$ cat src/rtl/spi_fifo_stat_pkg.sv
package spi_fifo_stat_pkg;

  typedef enum logic [3:0] {
    RA_CTRL  = 4'd0,
    RA_TXTHR = 4'd1,
    RA_RXTHR = 4'd2,
    RA_TXLVL = 4'd3,
    RA_RXLVL = 4'd4,
    RA_STAT  = 4'd5,
    RA_MASK  = 4'd6,
    RA_ISTAT = 4'd7,
    RA_RAW   = 4'd8,
    RA_CLR   = 4'd9,
    RA_DMAEN = 4'd10,
    RA_TXWM  = 4'd11,
    RA_RXWM  = 4'd12,
    RA_TXD   = 4'd13,
    RA_RXD   = 4'd14
  } reg_idx_e;

  // status bit positions
  localparam int ST_BUSY    = 0;
  localparam int ST_TXFULL  = 1;
  localparam int ST_TXEMPTY = 2;
  localparam int ST_RXEMPTY = 3;
  localparam int ST_RXFULL  = 4;

  // interrupt bit positions
  localparam int IB_TXLOW = 0;
  localparam int IB_TXOVF = 1;
  localparam int IB_RXUDF = 2;
  localparam int IB_RXOVF = 3;
  localparam int IB_RXTHR = 4;
  localparam int IRQ_W    = 5;

  // clear register bit positions
  localparam int CB_ALL   = 0;
  localparam int CB_RXUDF = 1;
  localparam int CB_RXOVF = 2;
  localparam int CB_TXOVF = 3;
  localparam int CLR_W    = 4;

  // DMA enable bit positions
  localparam int DE_RX = 0;
  localparam int DE_TX = 1;

endpackage

$ cat src/rtl/spi_fifo_stat_fifo.sv
module spi_fifo_stat_fifo #(
  parameter int DATA_W = 16,
  parameter int DEPTH  = 8,
  localparam int PTR_W = $clog2(DEPTH),
  localparam int CNT_W = $clog2(DEPTH + 1)
) (
  input  logic              clk,
  input  logic              rst,
  input  logic              flush,
  input  logic              push,
  input  logic [DATA_W-1:0] wdata,
  input  logic              pop,
  output logic [DATA_W-1:0] rdata,
  output logic [CNT_W-1:0]  level,
  output logic              full,
  output logic              empty
);

  logic [DATA_W-1:0] mem [DEPTH];
  logic [PTR_W-1:0]  wptr_q, rptr_q;
  logic [CNT_W-1:0]  cnt_q;
  logic              do_push, do_pop;

  assign full    = (cnt_q == CNT_W'(DEPTH));
  assign empty   = (cnt_q == '0);
  assign level   = cnt_q;
  assign do_push = push & ~full & ~flush;
  assign do_pop  = pop & ~empty & ~flush;

  // storage without reset so it maps onto block RAM
  always_ff @(posedge clk) begin
    if (do_push) mem[wptr_q] <= wdata;
  end

  // synchronous read port
  always_ff @(posedge clk) begin
    if (rst)         rdata <= '0;
    else if (do_pop) rdata <= mem[rptr_q];
  end

  always_ff @(posedge clk) begin
    if (rst || flush) begin
      wptr_q <= '0;
      rptr_q <= '0;
      cnt_q  <= '0;
    end else begin
      if (do_push) wptr_q <= wptr_q + 1'b1;
      if (do_pop)  rptr_q <= rptr_q + 1'b1;
      case ({do_push, do_pop})
        2'b10:   cnt_q <= cnt_q + 1'b1;
        2'b01:   cnt_q <= cnt_q - 1'b1;
        default: cnt_q <= cnt_q;
      endcase
    end
  end

endmodule

$ cat src/rtl/spi_fifo_stat_irq.sv
module spi_fifo_stat_irq
  import spi_fifo_stat_pkg::*;
#(
  parameter int CNT_W = 4,
  parameter int THR_W = 3
) (
  input  logic             clk,
  input  logic             rst,
  input  logic [CNT_W-1:0] tx_level,
  input  logic [CNT_W-1:0] rx_level,
  input  logic [THR_W-1:0] tx_thr,
  input  logic [THR_W-1:0] rx_thr,
  input  logic             set_txo,
  input  logic             set_rxu,
  input  logic             set_rxo,
  input  logic [CLR_W-1:0] clr,
  input  logic [IRQ_W-1:0] mask,
  output logic [IRQ_W-1:0] raw,
  output logic             irq
);

  logic txo_q, rxu_q, rxo_q;
  logic tx_low, rx_thr_hit;

  assign tx_low     = (tx_level <= CNT_W'(tx_thr));
  assign rx_thr_hit = (rx_level >  CNT_W'(rx_thr));

  always_comb begin
    raw           = '0;
    raw[IB_TXLOW] = tx_low;
    raw[IB_TXOVF] = txo_q;
    raw[IB_RXUDF] = rxu_q;
    raw[IB_RXOVF] = rxo_q;
    raw[IB_RXTHR] = rx_thr_hit;
  end

  // sticky flags: a new event wins over a clear in the same cycle
  always_ff @(posedge clk) begin
    if (rst) begin
      txo_q <= 1'b0;
      rxu_q <= 1'b0;
      rxo_q <= 1'b0;
    end else begin
      if (set_txo)                         txo_q <= 1'b1;
      else if (clr[CB_ALL] || clr[CB_TXOVF]) txo_q <= 1'b0;
      if (set_rxu)                         rxu_q <= 1'b1;
      else if (clr[CB_ALL] || clr[CB_RXUDF]) rxu_q <= 1'b0;
      if (set_rxo)                         rxo_q <= 1'b1;
      else if (clr[CB_ALL] || clr[CB_RXOVF]) rxo_q <= 1'b0;
    end
  end

  always_ff @(posedge clk) begin
    if (rst) irq <= 1'b0;
    else     irq <= |(raw & mask);
  end

endmodule

$ cat src/rtl/spi_fifo_stat_dma.sv
module spi_fifo_stat_dma #(
  parameter int CNT_W = 4,
  parameter int THR_W = 3
) (
  input  logic             clk,
  input  logic             rst,
  input  logic             tx_en,
  input  logic             rx_en,
  input  logic [CNT_W-1:0] tx_level,
  input  logic [CNT_W-1:0] rx_level,
  input  logic [THR_W-1:0] tx_wm,
  input  logic [THR_W-1:0] rx_wm,
  output logic             tx_req,
  output logic             rx_req
);

  always_ff @(posedge clk) begin
    if (rst) begin
      tx_req <= 1'b0;
      rx_req <= 1'b0;
    end else begin
      tx_req <= tx_en & (tx_level <= CNT_W'(tx_wm));
      rx_req <= rx_en & (rx_level >  CNT_W'(rx_wm));
    end
  end

endmodule

$ cat src/rtl/spi_fifo_stat.sv
module spi_fifo_stat
  import spi_fifo_stat_pkg::*;
#(
  parameter int DATA_W = 16,
  parameter int DEPTH  = 8,
  parameter int AW     = 4,
  localparam int CNT_W = $clog2(DEPTH + 1),
  localparam int THR_W = $clog2(DEPTH)
) (
  input  logic              clk,
  input  logic              rst,
  input  logic              reg_wr,
  input  logic              reg_rd,
  input  logic [AW-1:0]     reg_addr,
  input  logic [31:0]       reg_wdata,
  output logic [31:0]       reg_rdata,
  input  logic              eng_busy,
  input  logic              eng_tx_pop,
  output logic [DATA_W-1:0] eng_tx_data,
  output logic              eng_tx_valid,
  input  logic              eng_rx_push,
  input  logic [DATA_W-1:0] eng_rx_data,
  output logic              irq,
  output logic              dma_tx_req,
  output logic              dma_rx_req
);

  logic             ctrl_en_q;
  logic [THR_W-1:0] tx_thr_q, rx_thr_q, tx_wm_q, rx_wm_q;
  logic [IRQ_W-1:0] mask_q;
  logic [1:0]       dma_en_q;

  logic [CNT_W-1:0]  tx_level, rx_level;
  logic              tx_full, tx_empty, rx_full, rx_empty;
  logic [DATA_W-1:0] rx_q;
  logic [IRQ_W-1:0]  raw;
  logic [4:0]        status;

  logic wr_hit_txd, rd_hit_rxd, wr_hit_clr, in_range, thr_ok;
  logic tx_push, rx_push;
  logic [CLR_W-1:0] clr;

  assign wr_hit_txd = reg_wr && (reg_addr == RA_TXD);
  assign rd_hit_rxd = reg_rd && (reg_addr == RA_RXD);
  assign wr_hit_clr = reg_wr && (reg_addr == RA_CLR);
  assign in_range   = (reg_wdata < 32'(DEPTH));
  assign thr_ok     = in_range && !ctrl_en_q;
  assign tx_push    = wr_hit_txd && ctrl_en_q;
  assign rx_push    = eng_rx_push && ctrl_en_q;
  assign clr        = wr_hit_clr ? reg_wdata[CLR_W-1:0] : '0;

  // configuration registers
  always_ff @(posedge clk) begin
    if (rst) begin
      ctrl_en_q <= 1'b0;
      tx_thr_q  <= '0;
      rx_thr_q  <= '0;
      tx_wm_q   <= '0;
      rx_wm_q   <= '0;
      mask_q    <= '0;
      dma_en_q  <= '0;
    end else if (reg_wr) begin
      case (reg_addr)
        RA_CTRL:  ctrl_en_q <= reg_wdata[0];
        RA_TXTHR: if (thr_ok)   tx_thr_q <= reg_wdata[THR_W-1:0];
        RA_RXTHR: if (thr_ok)   rx_thr_q <= reg_wdata[THR_W-1:0];
        RA_TXWM:  if (in_range) tx_wm_q  <= reg_wdata[THR_W-1:0];
        RA_RXWM:  if (in_range) rx_wm_q  <= reg_wdata[THR_W-1:0];
        RA_MASK:  mask_q   <= reg_wdata[IRQ_W-1:0];
        RA_DMAEN: dma_en_q <= reg_wdata[1:0];
        default:  ;
      endcase
    end
  end

  spi_fifo_stat_fifo #(.DATA_W(DATA_W), .DEPTH(DEPTH)) u_txq (
    .clk(clk), .rst(rst), .flush(~ctrl_en_q),
    .push(tx_push), .wdata(reg_wdata[DATA_W-1:0]),
    .pop(eng_tx_pop), .rdata(eng_tx_data),
    .level(tx_level), .full(tx_full), .empty(tx_empty)
  );

  spi_fifo_stat_fifo #(.DATA_W(DATA_W), .DEPTH(DEPTH)) u_rxq (
    .clk(clk), .rst(rst), .flush(~ctrl_en_q),
    .push(rx_push), .wdata(eng_rx_data),
    .pop(rd_hit_rxd), .rdata(rx_q),
    .level(rx_level), .full(rx_full), .empty(rx_empty)
  );

  assign eng_tx_valid = ~tx_empty;

  spi_fifo_stat_irq #(.CNT_W(CNT_W), .THR_W(THR_W)) u_irq (
    .clk(clk), .rst(rst),
    .tx_level(tx_level), .rx_level(rx_level),
    .tx_thr(tx_thr_q), .rx_thr(rx_thr_q),
    .set_txo(tx_push && tx_full),
    .set_rxu(rd_hit_rxd && rx_empty),
    .set_rxo(rx_push && rx_full),
    .clr(clr), .mask(mask_q),
    .raw(raw), .irq(irq)
  );

  spi_fifo_stat_dma #(.CNT_W(CNT_W), .THR_W(THR_W)) u_dma (
    .clk(clk), .rst(rst),
    .tx_en(ctrl_en_q & dma_en_q[DE_TX]),
    .rx_en(ctrl_en_q & dma_en_q[DE_RX]),
    .tx_level(tx_level), .rx_level(rx_level),
    .tx_wm(tx_wm_q), .rx_wm(rx_wm_q),
    .tx_req(dma_tx_req), .rx_req(dma_rx_req)
  );

  always_comb begin
    status             = '0;
    status[ST_BUSY]    = eng_busy;
    status[ST_TXFULL]  = tx_full;
    status[ST_TXEMPTY] = tx_empty;
    status[ST_RXEMPTY] = rx_empty;
    status[ST_RXFULL]  = rx_full;
  end

  // read path: registered register view, RX data from the queue's read port
  logic        rd_rx_q, rd_udf_q;
  logic [31:0] rd_val_q;

  always_ff @(posedge clk) begin
    if (rst) begin
      rd_rx_q  <= 1'b0;
      rd_udf_q <= 1'b0;
      rd_val_q <= '0;
    end else if (reg_rd) begin
      rd_rx_q  <= rd_hit_rxd;
      rd_udf_q <= rd_hit_rxd && rx_empty;
      case (reg_addr)
        RA_CTRL:  rd_val_q <= 32'(ctrl_en_q);
        RA_TXTHR: rd_val_q <= 32'(tx_thr_q);
        RA_RXTHR: rd_val_q <= 32'(rx_thr_q);
        RA_TXLVL: rd_val_q <= 32'(tx_level);
        RA_RXLVL: rd_val_q <= 32'(rx_level);
        RA_STAT:  rd_val_q <= 32'(status);
        RA_MASK:  rd_val_q <= 32'(mask_q);
        RA_ISTAT: rd_val_q <= 32'(raw & mask_q);
        RA_RAW:   rd_val_q <= 32'(raw);
        RA_DMAEN: rd_val_q <= 32'(dma_en_q);
        RA_TXWM:  rd_val_q <= 32'(tx_wm_q);
        RA_RXWM:  rd_val_q <= 32'(rx_wm_q);
        default:  rd_val_q <= '0;
      endcase
    end
  end

  assign reg_rdata = rd_rx_q ? (rd_udf_q ? 32'd0 : 32'(rx_q)) : rd_val_q;

endmodule

$ cat config.mk
export PLATFORM = sky130hd
export DESIGN_NAME = spi_fifo_stat
export DESIGN_NICKNAME = d
export VERILOG_FILES = /design/src/rtl/spi_fifo_stat_pkg.sv /design/src/rtl/spi_fifo_stat_fifo.sv /design/src/rtl/spi_fifo_stat_irq.sv /design/src/rtl/spi_fifo_stat_dma.sv /design/src/rtl/spi_fifo_stat.sv
export SDC_FILE = /design/constraint.sdc
export NUM_CORES = 1
export LEC_CHECK = 0
export CORE_MARGIN = 2
export CORE_UTILIZATION = 63
export DETAILED_ROUTE_END_ITERATION = 10
export GPL_TIMING_DRIVEN = 0
export PLACE_DENSITY_LB_ADDON = 0.25
export SYNTH_ARGS = -nofsm -noshare
export SYNTH_HDL_FRONTEND = slang
export SYNTH_SLANG_ARGS = --single-unit
$ cat constraint.sdc
create_clock -name clk -period 7.7 [get_ports clk]
set_clock_uncertainty 0.1 [all_clocks]
set_input_delay 1.54 -clock clk [delete_from_list [all_inputs] [get_ports clk]]
set_output_delay 1.54 -clock clk [all_outputs]
set_load 0.02 [all_outputs]
==> summary.md, run 1 <==
| Metric | Value |
|---|---|
| Post-detail-place hpwl | 21500 um |
| Drt via density | 6.20 |
| Crit path time final | 4.61 ns |
| Met2 Usage GRT | 48.3% |
| Post-synth top cells | edfxtp_1, nor2_1, dfxtp_1, mux4_2, mux2i_1 |
| ANT nets after route | 0 |
| Syn avg cell area | 15.4 sq um |
| DR vias | 8723 |
| CP required | 6.06 ns |
| Sequential fraction of the synthesis area | 65.4% |
| Compound-cell area share of the yosys netlist | 6.43% |
| Mapped Area | 14300 sq um |
| Post-Synth Adder-Cell Area | 2.20% |
| CP max FO | 10 |
| DRT iter0 DRCs | 732 |
| Area grow syn2layout | 19.8% |
| CTS clk-pin slew, worst paths | 0.06 ns |
| Post-Synth Simple-Gate Area | 8.08% |
| Gr busiest metal | met2 |
| Crit start category | flop |
| Total Wirelength | 34100 um |
| Ys async rst share | 0% |
| M1 GR Usage | 39.9% |
| CTS root buf | clkbuf_16 |
| Effective utilization at floorplan | 63.8% |
| Final GP Congestion | 0.928 |
| Worst Hold Slack | 0.386 ns |
| Seq cells post-synth | 341 |
| GRT Overall Usage | 29.3% |
| GRT overflow | 0 |
| Share of post-route cells with drive strength above 1 | 21.7% |
| Core Area | 22500 sq um |
| DR pass1 iterations | 7 |
| Vias in the first global route | 8866 |
| Xor/xnor share of the synthesized area | 0.733% |
| Hold Fails Final Rpt | 0 |
| PD cells | 221 nW/um^2 |
| Die W | 155 um |
| Storage element area | 9390 sq um |
| Largest family of logic cells by synthesized area | multiplexers |
| Met3 Use GR | 5.15% |
| Fin util | 76.4% |
| Distinct cells, synth | 57 |
| Drt drc | 0 |
| Post-CTS setup buffer count | 0 |
| Cell breakdown of the critical path | nor2b_1 -> clkbuf_1 -> nand2_1 -> o21ai_0 -> clkdlybuf4s50_1 |
| CTS buffer count | 35 |
| Max_slew headroom | 34.2% |
| Worst vdd ir | 170 uV |
| F_max | 0.217 GHz |
| Max-slew violations | 0 |
| Die height | 155 um |
| Status | finished, final reports clean |
| CTS Sinks | 341 |
| Fillcell total | 1277 |
| CTS tree | built |
| Post-synthesis cell count | 930 |
| Post-synth EDFFs | 256 |
| Yosys top cell by area | edfxtp_1 |
| Die ar. | 24000 sq um |
| Count leader, synth | edfxtp_1 |
| Crit path kind | flop to output port |
| Drt wl/cell | 24.3 um |
| Setup violators final | 0 |
| WP data arrival | 2.97 ns |
| Max stage delay on crit path | 0.68 ns |
| Largest cells by area after synthesis | edfxtp_1, dfxtp_1, mux4_2 |
| Worst Tran Pin Value | 0.983 ns |
| Final period utilization | 59.9% |
| I/O Pins | 111 |
| Post-cts resize count | 0 |
| IO buf count | 93 |
| Pin count of the biggest net entering global routing | 16 |
| Multi-input logic area | 4580 sq um |
| Unrepaired setup endpoints after global routing | no |
| Maximum root-to-sink buffer count | 3 |
| Critical path's slowest cell | clkdlybuf4s50_1 |
| Yosys top cell area share | 53.6% |
| Critical Path End Type | output port |
| Final TNS setup | 0 ns |
| Post-synthesis mux area share | 13.7% |
| Hold_buf cts | 0 |
| First-pass GRT wire length | 51800 um |
| Worst-Skew Late Latency | 0.52 ns |
| Hold Crit Class | flop to flop |
| Nets | 1177 |
| Predominant post-synthesis flop cell | edfxtp_1 |
| Initial antenna violation count | 0 |
| YS warnings | 0 |
| Pleak | 5.53 nW |
| Rows | 55 |
| Cell area after layout | 17200 sq um |
| Max Cap Viol | 0 |
| Htree depth | 2 |
| Power, Total | 0.00380 W |
| Post-place instance area | 16000 sq um |
power by group:
group / leakage, nW / total (W) / internal (W) / switching [W]
Combinational: 1.97 / 0.000105 / 0.0000412 / 0.0000638
Sequential: 2.98 / 0.00197 / 0.00197 / 0.00000102
Clock: 0.576 / 0.00172 / 0.00102 / 0.000693
cell families after synthesis:
| family | Yosys count |
|---|---|
| DFF | 341 |
| and+or+nand+nor | 224 |
| AOI/OAI and AO/OA | 119 |
| muxes | 116 |
| buffers and inverters | 93 |
| adders and majority gates | 24 |
| xor gates and xnor gates | 12 |
| other | 1 |
path summary, 6_finish.rpt:
path | start | end | slack, ns | cells after the start
max | rd_rx_q | reg_rdata[4] | 3.09 | 5
min | u_txq.wptr_q[0] | u_txq.wptr_q[0] | 0.39 | 2
max reg2reg | u_rxq.level[1] | u_rxq.level[3] | 4.50 | 10
min reg2reg | u_txq.wptr_q[0] | u_txq.wptr_q[0] | 0.39 | 2
cell usage in the layout (no fill, tap or decap), types with 6 or more instances in the layout:
master / Yosys / routed
a211oi_2: 28 / 28
a21o_1: 6 / 6
a21oi_1: 32 / 32
and2_1: 12 / 12
buf_2: 16 / 16
buf_4: 20 / 20
buf_6: 6 / 15
buf_8: 0 / 10
clkbuf_1: 18 / 26
clkbuf_16: 0 / 36
clkbuf_8: 0 / 6
clkdlybuf4s50_1: 0 / 93
conb_1: 1 / 16
dfxtp_1: 85 / 85
edfxtp_1: 256 / 256
ha_1: 22 / 22
inv_1: 29 / 29
mux2i_1: 51 / 51
mux4_2: 64 / 64
nand2_1: 48 / 48
nand2b_1: 8 / 8
nand3_1: 6 / 6
nor2_1: 99 / 91
nor2_2: 0 / 8
nor2b_1: 10 / 10
nor3_2: 3 / 7
o21ai_0: 20 / 20
xor2_1: 8 / 8
cell type report:
| class | count | share of cell area (%) |
|---|---|---|
| Antenna cell | 1 | 0.0146 |
| Inverter | 29 | 0.633 |
| Clock inverter | 14 | 0.976 |
| Buffer | 64 | 2.22 |
| Tap cell | 285 | 2.07 |
| Multi-Input combinational cell | 511 | 26.7 |
| Sequential cell | 341 | 54.6 |
| Clock buffer | 50 | 5.90 |
| Timing Repair Buffer | 112 | 6.88 |
sequential cells by signal, summed over array words and instances (netlist names), 4 cells and up:
register     count
u_rxq.mem      128
u_txq.level      4
mask_q           5
u_txq.mem      128
u_rxq.level      4
u_txq.rdata     16
rd_val_q         5
u_rxq.rdata     16
critical path: cells and delay by family (launching register included):
| kind | cells | cell delay, ns |
|---|---|---|
| buf+inv | 2 | 1.16 |
| compound gates | 1 | 0.18 |
| flops | 1 | 0.42 |
| simple gates | 2 | 0.68 |
layer usage:
layer / vias to the layer above / routed length, um
met5: - / 0
met4: 0 / 919
met3: 74 / 2710
met2: 462 / 17000
met1: 4332 / 13500
li1: 3855 / -
stage by stage:
step	setup WS, ns	std cells
3_5_place_dp	2.84	1342
2_1_floorplan	3.68	945
5_1_grt	2.96	1406
4_1_cts	3.13	1406
3_3_place_gp	1.65	1323
6_report	3.09	1407
(Power assumes the default switching activity.)
==> run 2, diff against run 1 <==
--- a/config.mk
+++ b/config.mk
@@ -6,7 +6,7 @@
 export NUM_CORES = 1
 export LEC_CHECK = 0
 export CORE_MARGIN = 2
-export CORE_UTILIZATION = 63
+export CORE_UTILIZATION = 58
 export DETAILED_ROUTE_END_ITERATION = 10
 export GPL_TIMING_DRIVEN = 0
 export PLACE_DENSITY_LB_ADDON = 0.25
==> constraint.sdc (replaced) <==
create_clock -name clk -period 4.7 [get_ports clk]
set_clock_uncertainty 0.1 [all_clocks]
set_input_delay 0.94 -clock clk [delete_from_list [all_inputs] [get_ports clk]]
set_output_delay 0.94 -clock clk [all_outputs]
set_load 0.02 [all_outputs]
==> summary.md, run 2 (synthesized netlist as in run 1, its figures left out) <==
| Metric | Value |
|---|---|
| Nets | 1178 (+0.085%) |
| Maximum root-to-sink buffer count | 3 (unchanged) |
| RR Endpoint | u_rxq.level[3] |
| Total Wirelength | 32300 um (-5.4%) |
| Most common cell after layout, fill and taps aside | edfxtp_1 |
| PD cells | 357 nW/um^2 (+62%) |
| DR pass1 iterations | 5 (-2) |
| CTS root buf | clkbuf_16 |
| GRT Overall Usage | 25.5% (-3.8 points) |
| Post-cts resize count | 0 (unchanged) |
| Post-place instance area | 16100 sq um (+0.30%) |
| Reg2Reg Setup Slack | 1.51 ns (-2.99 ns) |
| Initial antenna violation count | 0 (unchanged) |
| Effective utilization at floorplan | 59.0% (-4.8 points) |
| Cell area after layout | 17200 sq um (about the same) |
| ANT nets after route | 0 (unchanged) |
| Status | finished, final reports clean |
| First-pass GRT wire length | 49900 um (-3.7%) |
| Drt via density | 5.93 (-4.4%) |
| I/O Pins | 111 (unchanged) |
| Hold Path End | rd_udf_q |
| Pleak | 5.52 nW (-0.28%) |
| Setup violators final | 0 (unchanged) |
| Crit path time final | 4.00 ns |
| F_max | 0.250 GHz |
| Hold Fails Final Rpt | 0 (unchanged) |
| Max-slew violations | 0 (unchanged) |
| Max_slew headroom | 32.8% (-1.4 points) |
| Max stage delay on crit path | 0.69 ns (about the same) |
| Drt wl/cell | 22.3 um (-8.0%) |
| Post-CTS setup buffer count | 0 (unchanged) |
| Most frequent cells in the layout | edfxtp_1, clkdlybuf4s50_1, nor2_1, dfxtp_1, mux4_2 |
| Final period utilization | 85.2% |
| Max Cap Viol | 0 (unchanged) |
| Crit path launch | rd_rx_q |
| Worst Tran Pin Value | 1.00 ns (+0.0202 ns) |
| CTS tree | built |
| Worst Reg-to-Reg Cells | 10 (unchanged) |
| DR vias | 8568 (-1.8%) |
| Critical path's slowest cell | clkdlybuf4s50_1 |
| Drt drc | 0 (unchanged) |
| Buffers & Inverters on Critical Path | 2 (unchanged) |
| Area grow syn2layout | 19.8% (about the same) |
| CTS clk-pin slew, worst paths | 0.06 ns (about the same) |
| Core Area | 24300 sq um (+8.1%) |
| Fillcell total | 1561 (+22%) |
| Hold_sp | rd_udf_q |
| Post-detail-place hpwl | 21800 um (+1.2%) |
| Htree depth | 2 (unchanged) |
| Vias in the first global route | 8800 (-0.74%) |
| Rows | 57 (+3.6%) |
| CTS Sinks | 341 (unchanged) |
| Unrepaired setup endpoints after global routing | no |
| Multi-input logic area | 4580 sq um (unchanged) |
| GRT overflow | 0 (unchanged) |
| CTS buffer count | 35 (unchanged) |
| DRT iter0 DRCs | 687 (-6.1%) |
| Die height | 161 um (+4.1%) |
| Crit start category | flop |
| Crit path kind | flop to output port |
| CP max FO | 10 (unchanged) |
| Die W | 161 um (+4.1%) |
| Worst-Skew Late Latency | 0.51 ns (about the same) |
| Top Registers | u_rxq.mem (128), u_txq.mem (128) |
| Power, Total | 0.00614 W (+62%) |
| Hold Path Cell Cnt | 2 (unchanged) |
| WP data arrival | 2.96 ns (about the same) |
| Critical R2R Launch | u_rxq.level[1] |
| Storage element area | 9390 sq um (unchanged) |
| IO buf count | 93 (unchanged) |
| Worst path top cell family by delay | buffers and inverters |
| Critical Path End Type | output port |
| Die ar. | 26000 sq um (+8.4%) |
| Cell breakdown of the critical path | nor2b_1 -> clkbuf_1 -> nand2_1 -> o21ai_0 -> clkdlybuf4s50_1 |
| Hold_buf cts | 0 (unchanged) |
| Final TNS setup | 0 ns (unchanged) |
| Worst vdd ir | 229 uV (+35%) |
| Hold Crit Class | flop to flop |
| Share of post-route cells with drive strength above 1 | 21.4% (-0.29 points) |
| Final GP Congestion | 0.894 (-3.6%) |
| CP required | 3.66 ns (-2.40 ns) |
| Pin count of the biggest net entering global routing | 16 (unchanged) |
| Antenna cells | 0 (-1) |
[run 2: final cells by class]
type / instances / share of cell area [%]
sequential: 341 / 54.6
clock inverter: 14 / 0.975
multi-input combinational: 511 / 26.7
clock buffer: 50 / 5.67
tap: 324 / 2.36
inverter: 29 / 0.633
buffer: 64 / 2.22
timing repair buffer: 113 / 6.88
[run 2: per-layer routing]
layer,global-route usage (%),share of wire [%],vias up
met4,6.82,1.8,0
li1,-,-,3848
met1,35.2,41,4304
met5,0,0,-
met3,4.44,7.1,52
met2,42.5,50,364
[run 2: how the worst max path moves through the flow]
stage	to	slack (ns)	cells after the start
after floorplan	u_txq.mem[2][0]	1.28	5
after global placement	u_txq.mem[4][8]	-0.75	6
after detailed placement	u_rxq.level[3]	0.42	11
after CTS	reg_rdata[4]	0.77	5
after global routing	reg_rdata[2]	0.57	5
final	reg_rdata[4]	0.70	5
[run 2: metrics by stage]
step	util [%]	setup WS [ns]	hold WS, ns	instances
2_1_floorplan	-	1.28	0.342	945
3_3_place_gp	64.7	-0.750	0.356	1362
3_5_place_dp	66.0	0.422	0.368	1382
4_1_cts	70.7	0.765	0.377	1446
5_1_grt	70.7	0.571	0.406	1446
6_report	70.7	0.696	0.375	1446
[run 2: where the power goes]
part	internal, W	switching, W	total (W)
registers	0.00323	0.00000166	0.00324
clock network	0.00162	0.00111	0.00274
logic	0.0000675	0.000103	0.000170
total	0.00493	0.00122	0.00614
[run 2: worst min-delay path: stages, from the launching register on]
cell and delay, ns:
dfxtp_1 0.31, nand2_1 0.06, a21oi_1 0.05
